### src/rtl/sdac_pkg.sv
package sdac_pkg;

  // Frame tracking states
  typedef enum logic [1:0] {
    FR_IDLE  = 2'd0,
    FR_SHIFT = 2'd1,
    FR_FULL  = 2'd2
  } frame_st_e;

  // Latch update policy captured at frame start
  typedef enum logic {
    UPD_AUTO   = 1'b0,
    UPD_STROBE = 1'b1
  } upd_mode_e;

endpackage

### src/rtl/sdac_sync.sv
module sdac_sync #(
  parameter int unsigned    W       = 1,
  parameter int unsigned    STAGES  = 2,
  parameter logic [W-1:0]   RST_VAL = '0
) (
  input  logic         clk,
  input  logic         rst_n,
  input  logic [W-1:0] d_i,
  output logic [W-1:0] q_o
);

  logic [W-1:0] stg_q [STAGES];
  logic [W-1:0] stg_d [STAGES];

  always_comb begin
    stg_d[0] = d_i;
    for (int i = 1; i < STAGES; i++) begin
      stg_d[i] = stg_q[i-1];
    end
  end

  always_ff @(posedge clk or negedge rst_n) begin
    if (!rst_n) begin
      for (int i = 0; i < STAGES; i++) begin
        stg_q[i] <= RST_VAL;
      end
    end else begin
      for (int i = 0; i < STAGES; i++) begin
        stg_q[i] <= stg_d[i];
      end
    end
  end

  assign q_o = stg_q[STAGES-1];

endmodule

### src/rtl/sdac_shift.sv
module sdac_shift #(
  parameter int unsigned W = 16
) (
  input  logic         clk,
  input  logic         rst_n,
  input  logic         shift_en_i,
  input  logic         din_i,
  output logic [W-1:0] q_o,
  output logic [W-1:0] nxt_o
);

  logic [W-1:0] sr_q;
  logic [W-1:0] sr_d;

  assign nxt_o = {sr_q[W-2:0], din_i};

  always_comb begin
    sr_d = sr_q;
    if (shift_en_i) begin
      sr_d = nxt_o;
    end
  end

  always_ff @(posedge clk or negedge rst_n) begin
    if (!rst_n) begin
      sr_q <= '0;
    end else begin
      sr_q <= sr_d;
    end
  end

  assign q_o = sr_q;

endmodule

### src/rtl/sdac_latch.sv
module sdac_latch #(
  parameter int unsigned FRAME_BITS = 16,
  parameter int unsigned LATCH_W    = 16
) (
  input  logic                  clk,
  input  logic                  rst_n,
  input  logic                  load_nxt_i,
  input  logic                  load_cur_i,
  input  logic [FRAME_BITS-1:0] word_nxt_i,
  input  logic [FRAME_BITS-1:0] word_cur_i,
  output logic [LATCH_W-1:0]    dac_q_o,
  output logic                  upd_o
);

  logic [LATCH_W-1:0] dac_q, dac_d;
  logic               upd_q, upd_d;

  // The latch always takes the earliest-received bits of the frame
  always_comb begin
    dac_d = dac_q;
    upd_d = 1'b0;
    if (load_nxt_i) begin
      dac_d = word_nxt_i[FRAME_BITS-1 -: LATCH_W];
      upd_d = 1'b1;
    end else if (load_cur_i) begin
      dac_d = word_cur_i[FRAME_BITS-1 -: LATCH_W];
      upd_d = 1'b1;
    end
  end

  always_ff @(posedge clk or negedge rst_n) begin
    if (!rst_n) begin
      dac_q <= '0;
      upd_q <= 1'b0;
    end else begin
      dac_q <= dac_d;
      upd_q <= upd_d;
    end
  end

  assign dac_q_o = dac_q;
  assign upd_o   = upd_q;

endmodule

### src/rtl/sdac_frame_ctrl.sv
module sdac_frame_ctrl
  import sdac_pkg::*;
#(
  parameter int unsigned FRAME_BITS = 16,
  parameter int unsigned CNT_W      = $clog2(FRAME_BITS + 1)
) (
  input  logic             clk,
  input  logic             rst_n,
  input  logic             sclk_s_i,
  input  logic             sync_n_s_i,
  input  logic             load_n_s_i,
  input  logic             chain_en_i,
  output logic             shift_en_o,
  output logic             load_nxt_o,
  output logic             load_cur_o,
  output logic             proto_err_o,
  output logic [CNT_W-1:0] bit_cnt_o
);

  localparam logic [CNT_W-1:0] CNT_FULL = CNT_W'(FRAME_BITS);
  localparam logic [CNT_W-1:0] CNT_LAST = CNT_W'(FRAME_BITS - 1);

  logic             sclk_q, sync_q, load_q;
  frame_st_e        state_q, state_d;
  logic [CNT_W-1:0] cnt_q, cnt_d;
  upd_mode_e        mode_q, mode_d;
  logic             pend_q, pend_d;
  logic             held_q, held_d;
  logic             err_q, err_d;

  logic sclk_fall, sync_fall, sync_rise, load_fall, load_rise;

  assign sclk_fall = sclk_q & ~sclk_s_i;
  assign sync_fall = sync_q & ~sync_n_s_i;
  assign sync_rise = ~sync_q & sync_n_s_i;
  assign load_fall = load_q & ~load_n_s_i;
  assign load_rise = ~load_q & load_n_s_i;

  always_comb begin
    state_d    = state_q;
    cnt_d      = cnt_q;
    mode_d     = mode_q;
    pend_d     = pend_q;
    held_d     = held_q;
    err_d      = 1'b0;
    shift_en_o = 1'b0;
    load_nxt_o = 1'b0;
    load_cur_o = 1'b0;

    if (load_rise) begin
      held_d = 1'b0;
    end

    unique case (state_q)
      FR_IDLE: begin
        if (sync_fall) begin
          state_d = FR_SHIFT;
          cnt_d   = '0;
          mode_d  = load_n_s_i ? UPD_STROBE : UPD_AUTO;
          pend_d  = 1'b0;
          err_d   = ~load_n_s_i & held_q;
        end
      end
      FR_SHIFT: begin
        if (sync_rise) begin
          state_d = FR_IDLE;
          cnt_d   = '0;
          if (chain_en_i && (cnt_q == CNT_FULL)) begin
            if (mode_q == UPD_AUTO) begin
              load_cur_o = 1'b1;
            end else begin
              pend_d = 1'b1;
            end
          end
        end else if (sclk_fall) begin
          shift_en_o = 1'b1;
          if (cnt_q != CNT_FULL) begin
            cnt_d = cnt_q + 1'b1;
          end
          if (!chain_en_i && (cnt_q == CNT_LAST)) begin
            state_d = FR_FULL;
            if (mode_q == UPD_AUTO) begin
              load_nxt_o = 1'b1;
            end else begin
              pend_d = 1'b1;
            end
          end
        end
      end
      FR_FULL: begin
        if (sync_rise) begin
          state_d = FR_IDLE;
          cnt_d   = '0;
        end
      end
      default: begin
        state_d = FR_IDLE;
        cnt_d   = '0;
      end
    endcase

    // Strobe-triggered load of a completed, still pending word
    if (load_fall && pend_q && (state_q != FR_SHIFT) &&
        !((state_q == FR_IDLE) && sync_fall)) begin
      load_cur_o = 1'b1;
      pend_d     = 1'b0;
      held_d     = 1'b1;
    end
  end

  always_ff @(posedge clk or negedge rst_n) begin
    if (!rst_n) begin
      sclk_q  <= 1'b1;
      sync_q  <= 1'b1;
      load_q  <= 1'b1;
      state_q <= FR_IDLE;
      cnt_q   <= '0;
      mode_q  <= UPD_AUTO;
      pend_q  <= 1'b0;
      held_q  <= 1'b0;
      err_q   <= 1'b0;
    end else begin
      sclk_q  <= sclk_s_i;
      sync_q  <= sync_n_s_i;
      load_q  <= load_n_s_i;
      state_q <= state_d;
      cnt_q   <= cnt_d;
      mode_q  <= mode_d;
      pend_q  <= pend_d;
      held_q  <= held_d;
      err_q   <= err_d;
    end
  end

  assign proto_err_o = err_q;
  assign bit_cnt_o   = cnt_q;

endmodule

### src/rtl/sdac_frame_loader.sv
module sdac_frame_loader #(
  parameter int unsigned FRAME_BITS  = 16,
  parameter int unsigned LATCH_W     = 16,
  parameter int unsigned SYNC_STAGES = 2
) (
  input  logic               clk,
  input  logic               rst_n,
  input  logic               sclk_i,
  input  logic               sync_n_i,
  input  logic               sdin_i,
  input  logic               load_n_i,
  input  logic               chain_en_i,
  output logic [LATCH_W-1:0] dac_q_o,
  output logic               upd_o,
  output logic               sdout_o,
  output logic               proto_err_o
);

  localparam int unsigned CNT_W = $clog2(FRAME_BITS + 1);

  // Reset: asserted asynchronously, released on the clock
  logic [1:0] rst_pipe_q;
  logic       rst_n_int;

  always_ff @(posedge clk or negedge rst_n) begin
    if (!rst_n) begin
      rst_pipe_q <= 2'b00;
    end else begin
      rst_pipe_q <= {rst_pipe_q[0], 1'b1};
    end
  end

  assign rst_n_int = rst_pipe_q[1];

  // Pin synchronizers: {sclk, sync_n, load_n, sdin}
  logic [3:0] pins_s;

  sdac_sync #(
    .W       (4),
    .STAGES  (SYNC_STAGES),
    .RST_VAL (4'b1110)
  ) u_pin_sync (
    .clk   (clk),
    .rst_n (rst_n_int),
    .d_i   ({sclk_i, sync_n_i, load_n_i, sdin_i}),
    .q_o   (pins_s)
  );

  logic             shift_en, load_nxt, load_cur;
  logic [CNT_W-1:0] bit_cnt;
  logic [FRAME_BITS-1:0] sr_q, sr_nxt;

  sdac_frame_ctrl #(
    .FRAME_BITS (FRAME_BITS),
    .CNT_W      (CNT_W)
  ) u_ctrl (
    .clk         (clk),
    .rst_n       (rst_n_int),
    .sclk_s_i    (pins_s[3]),
    .sync_n_s_i  (pins_s[2]),
    .load_n_s_i  (pins_s[1]),
    .chain_en_i  (chain_en_i),
    .shift_en_o  (shift_en),
    .load_nxt_o  (load_nxt),
    .load_cur_o  (load_cur),
    .proto_err_o (proto_err_o),
    .bit_cnt_o   (bit_cnt)
  );

  sdac_shift #(
    .W (FRAME_BITS)
  ) u_shift (
    .clk        (clk),
    .rst_n      (rst_n_int),
    .shift_en_i (shift_en),
    .din_i      (pins_s[0]),
    .q_o        (sr_q),
    .nxt_o      (sr_nxt)
  );

  sdac_latch #(
    .FRAME_BITS (FRAME_BITS),
    .LATCH_W    (LATCH_W)
  ) u_latch (
    .clk        (clk),
    .rst_n      (rst_n_int),
    .load_nxt_i (load_nxt),
    .load_cur_i (load_cur),
    .word_nxt_i (sr_nxt),
    .word_cur_i (sr_q),
    .dac_q_o    (dac_q_o),
    .upd_o      (upd_o)
  );

  assign sdout_o = chain_en_i & sr_q[FRAME_BITS-1];

endmodule

### config.mk
export PLATFORM = sky130hd
export DESIGN_NAME = sdac_frame_loader
export DESIGN_NICKNAME = d
export VERILOG_FILES = /design/src/rtl/sdac_pkg.sv /design/src/rtl/sdac_sync.sv /design/src/rtl/sdac_shift.sv /design/src/rtl/sdac_latch.sv /design/src/rtl/sdac_frame_ctrl.sv /design/src/rtl/sdac_frame_loader.sv
export SDC_FILE = /design/constraint.sdc
export NUM_CORES = 1
export LEC_CHECK = 0
export BUFFER_PORTS_ARGS = -buffer_cell sky130_fd_sc_hd__buf_2
export CORE_ASPECT_RATIO = 0.8
export CORE_UTILIZATION = 55
export DETAILED_ROUTE_END_ITERATION = 10
export HOLD_SLACK_MARGIN = 0.02
export PLACE_DENSITY = 0.8
export SLEW_MARGIN = 15
export SYNTH_ARGS = -nofsm -noshare
export SYNTH_HDL_FRONTEND = slang
export SYNTH_SLANG_ARGS = --single-unit
export TNS_END_PERCENT = 10
### constraint.sdc
create_clock -name clk -period 2.1 [get_ports clk]
set_input_delay 0.42 -clock clk [delete_from_list [all_inputs] [get_ports clk]]
set_output_delay 0.42 -clock clk [all_outputs]
set_load 0.03 [all_outputs]
==> metrics <==
Final Hold Violating Endpoints=0; antenna-violating nets left=0; part of the cycle the worst path needs=1.04; DRT iter0 DRCs=107; routed vias=between 1500 and 2000; Num CTS Buffers=9; failing checks=negative setup slack; I/O Pins=26; Synth Flop Type=dfrtp_1; outcome=finished, violations left; most frequent cells in the layout=dfrtp_1 (47), buf_2 (25), mux2_2 (17); ys async rst share=1.00; Synth area leader=dfrtp_1; placed inst area=around 2700 um^2; Max VDD drop=0.585 mV; via density per instance=5.65; die area=around 4800 um^2; syn avg cell area=around 14 um^2; most common cell after layout, fill and taps aside=dfrtp_1; CP arrival=roughly 2400 ps; share of post-route cells with drive strength above 1=0.431; chip height=~62 um; clock sink count=57; hold slack=around 180 ps; Peak Freq=0.457 GHz; Post-Synthesis Cells=approximately 180; Yosys warnings=0; area delta synth->final=20.4%; Crit Path Max Fanout=8; vias in the first global route=1624; sequential area share after synthesis=0.581; chip width=77.0 um; Final Wtd Congestion=roughly 0.94; Setup crit end kind=register; Netlist cell types=43; TritonCTS clock tree=built; P_leak=around 1.4 nW; design area=about 3000 um^2; # DRC=0; row cnt=21; Layout Nets=about 240; wire per inst=~16 um; Worst Skew=~9.5 ps; DR pass1 iterations=5; CTS root buf=clkbuf_8; GR Overflow Total=0; max cap viols=0; Worst slew margin=0.501; Final WS setup=-89.2 ps; Netlist Area Pre-Place=2480 um^2; Reg clk slew, reported paths=approximately 70 ps; Core Area=around 4300 um^2; Hold Path Class=in -> reg; Worst Tran Pin Value=~750 ps; Setup CP Type=reg -> reg; r2r setup slk=-90 ps; setup TNS=-799 ps; initial antenna violation count=0; Post-synth EDFFs=0; #FFs+latches synth=57; worst skew pair latency=between 300 and 400 ps; RSZ-0062 raised after global routing=yes; worst path required time=around 2300 ps; clock buffer depth=2; H-tree levels=3; WL final=4.71 mm; top cells by area, synth=dfrtp_1 (49%), dfstp_2 (9.6%), mux2_2 (7.7%); pwr dens=around 880 nW/um^2; gr usage total=0.228; Final min period=2190 ps; first-pass GRT wire length=~7.7 mm; DP HPWL=3.16 mm; Max Slew Vio Count=0; setup violators final=16; port bufs=25; Initial Util=0.582; ant diodes=0; largest net degree at the start of global routing=34; syn_nets=~190; Yosys top cell area share=0.485; startpoint types=register; Design Power=2.64 mW
## path summary, 6_finish.rpt
kind,depth (start not counted),end,startpoint
worst max-delay path,8,u_latch.dac_q_o[0]$_DFFE_PN0P_,u_ctrl.bit_cnt_o[0]$_DFFE_PN0P_
worst min-delay path,1,u_pin_sync.stg_d[3]$_DFF_PN1_,sclk_i
worst max register to register,8,u_latch.dac_q_o[0]$_DFFE_PN0P_,u_ctrl.bit_cnt_o[0]$_DFFE_PN0P_
worst min register to register,0,u_ctrl.state_q[1]$_DFFE_PN0P_,rst_pipe_q[1]$_DFF_PN0_
max in group asynchronous,1,u_pin_sync.stg_d[1]$_DFF_PN1_,rst_pipe_q[1]$_DFF_PN0_
min in group asynchronous,0,u_ctrl.state_q[1]$_DFFE_PN0P_,rst_pipe_q[1]$_DFF_PN0_
## what timing repair did
item,in CTS,in global routing
hold endpoints to repair,2,0
endpoints found under the setup margin,17,16
setup buffers,2,0
hold buffers,1,0
gates resized for setup,3,1
## report_power, final
group          leakage [nW]  total [mW]  switching (mW)  internal, mW
combinational         0.548       0.215          0.0910         0.124
clock                 0.113        1.12           0.427         0.698
sequential            0.738        1.30          0.0985          1.20
## per-stage QoR
| stage | instances | util | worst slack [ps] |
|---|---|---|---|
| after global placement | 270 | 0.639 | -249 |
| final | 289 | 0.700 | -89.2 |
| after CTS | 289 | 0.699 | -85.5 |
| after global routing | 289 | 0.700 | -159 |
| after floorplan | 182 | - | 71.1 |
| after detailed placement | 270 | 0.639 | -330 |
## sequential cells by signal, summed over array words and instances (netlist names), 2 cells and up
name and count:
rst_pipe_q 2, u_shift.q_o 16, u_ctrl.state_q 2, u_pin_sync.stg_d 4, u_pin_sync.q_o 4, u_latch.dac_q_o 16
u_ctrl.bit_cnt_o 5
## metal layers
metal / wire [um] / vias to the layer above / GRT usage / part of all wire
li1: - / 759 / - / -
met1: 2110 / 813 / 0.266 / 0.45
met2: 2240 / 46 / 0.376 / 0.48
met3: 257 / 15 / 0.0978 / 0.055
met4: 104 / 0 / 0.111 / 0.022
met5: 0 / - / 0 / 0
## worst max-delay path: stages, from the launching register on
cell and delay (ps):
dfrtp_1 400, ha_1 180, and3_1 170, ha_1 180, or3b_4 390, nor4_4 220
buf_6 170, or2b_1 240, o221a_2 120
## synth_stat cells, types with 2 or more instances
cell type and n:
nand4bb_1 2, nor3b_1 2, nor4b_2 2, nand2_1 3, nand2b_1 13, a211o_1 2, or2b_1 6, ha_1 3
dfstp_2 9, o221a_1 10, buf_2 3, o221a_2 6, a21oi_1 4, nand3_1 3, a32o_1 2, or3_1 2
dfrtp_1 48, buf_6 3, mux2_2 17, nor2_1 5, inv_1 6, nor2b_1 2, and2_1 2, o21ai_0 8
## cells by family after synthesis
logic type	share of synthesized area
adder cells (fa/ha/maj)	0.0152
other	0.00151
multiplexers	0.0814
buffers and inverters	0.0349
flip-flops	0.581
AND/OR/NAND/NOR	0.158
AO/OA/AOI/OAI	0.129
## area by class of cell
type / instances / area [um^2]
Fill cell: 305 / 1270
Clock buffer: 11 / 141
Tap cell: 57 / 71.3
Timing Repair Buffer: 41 / 264
Sequential cell: 57 / 1440
Clock inverter: 5 / 78.8
Multi-Input combinational cell: 112 / 965
Inverter: 6 / 22.5
Note: power is estimated with default switching activity, not from simulation.
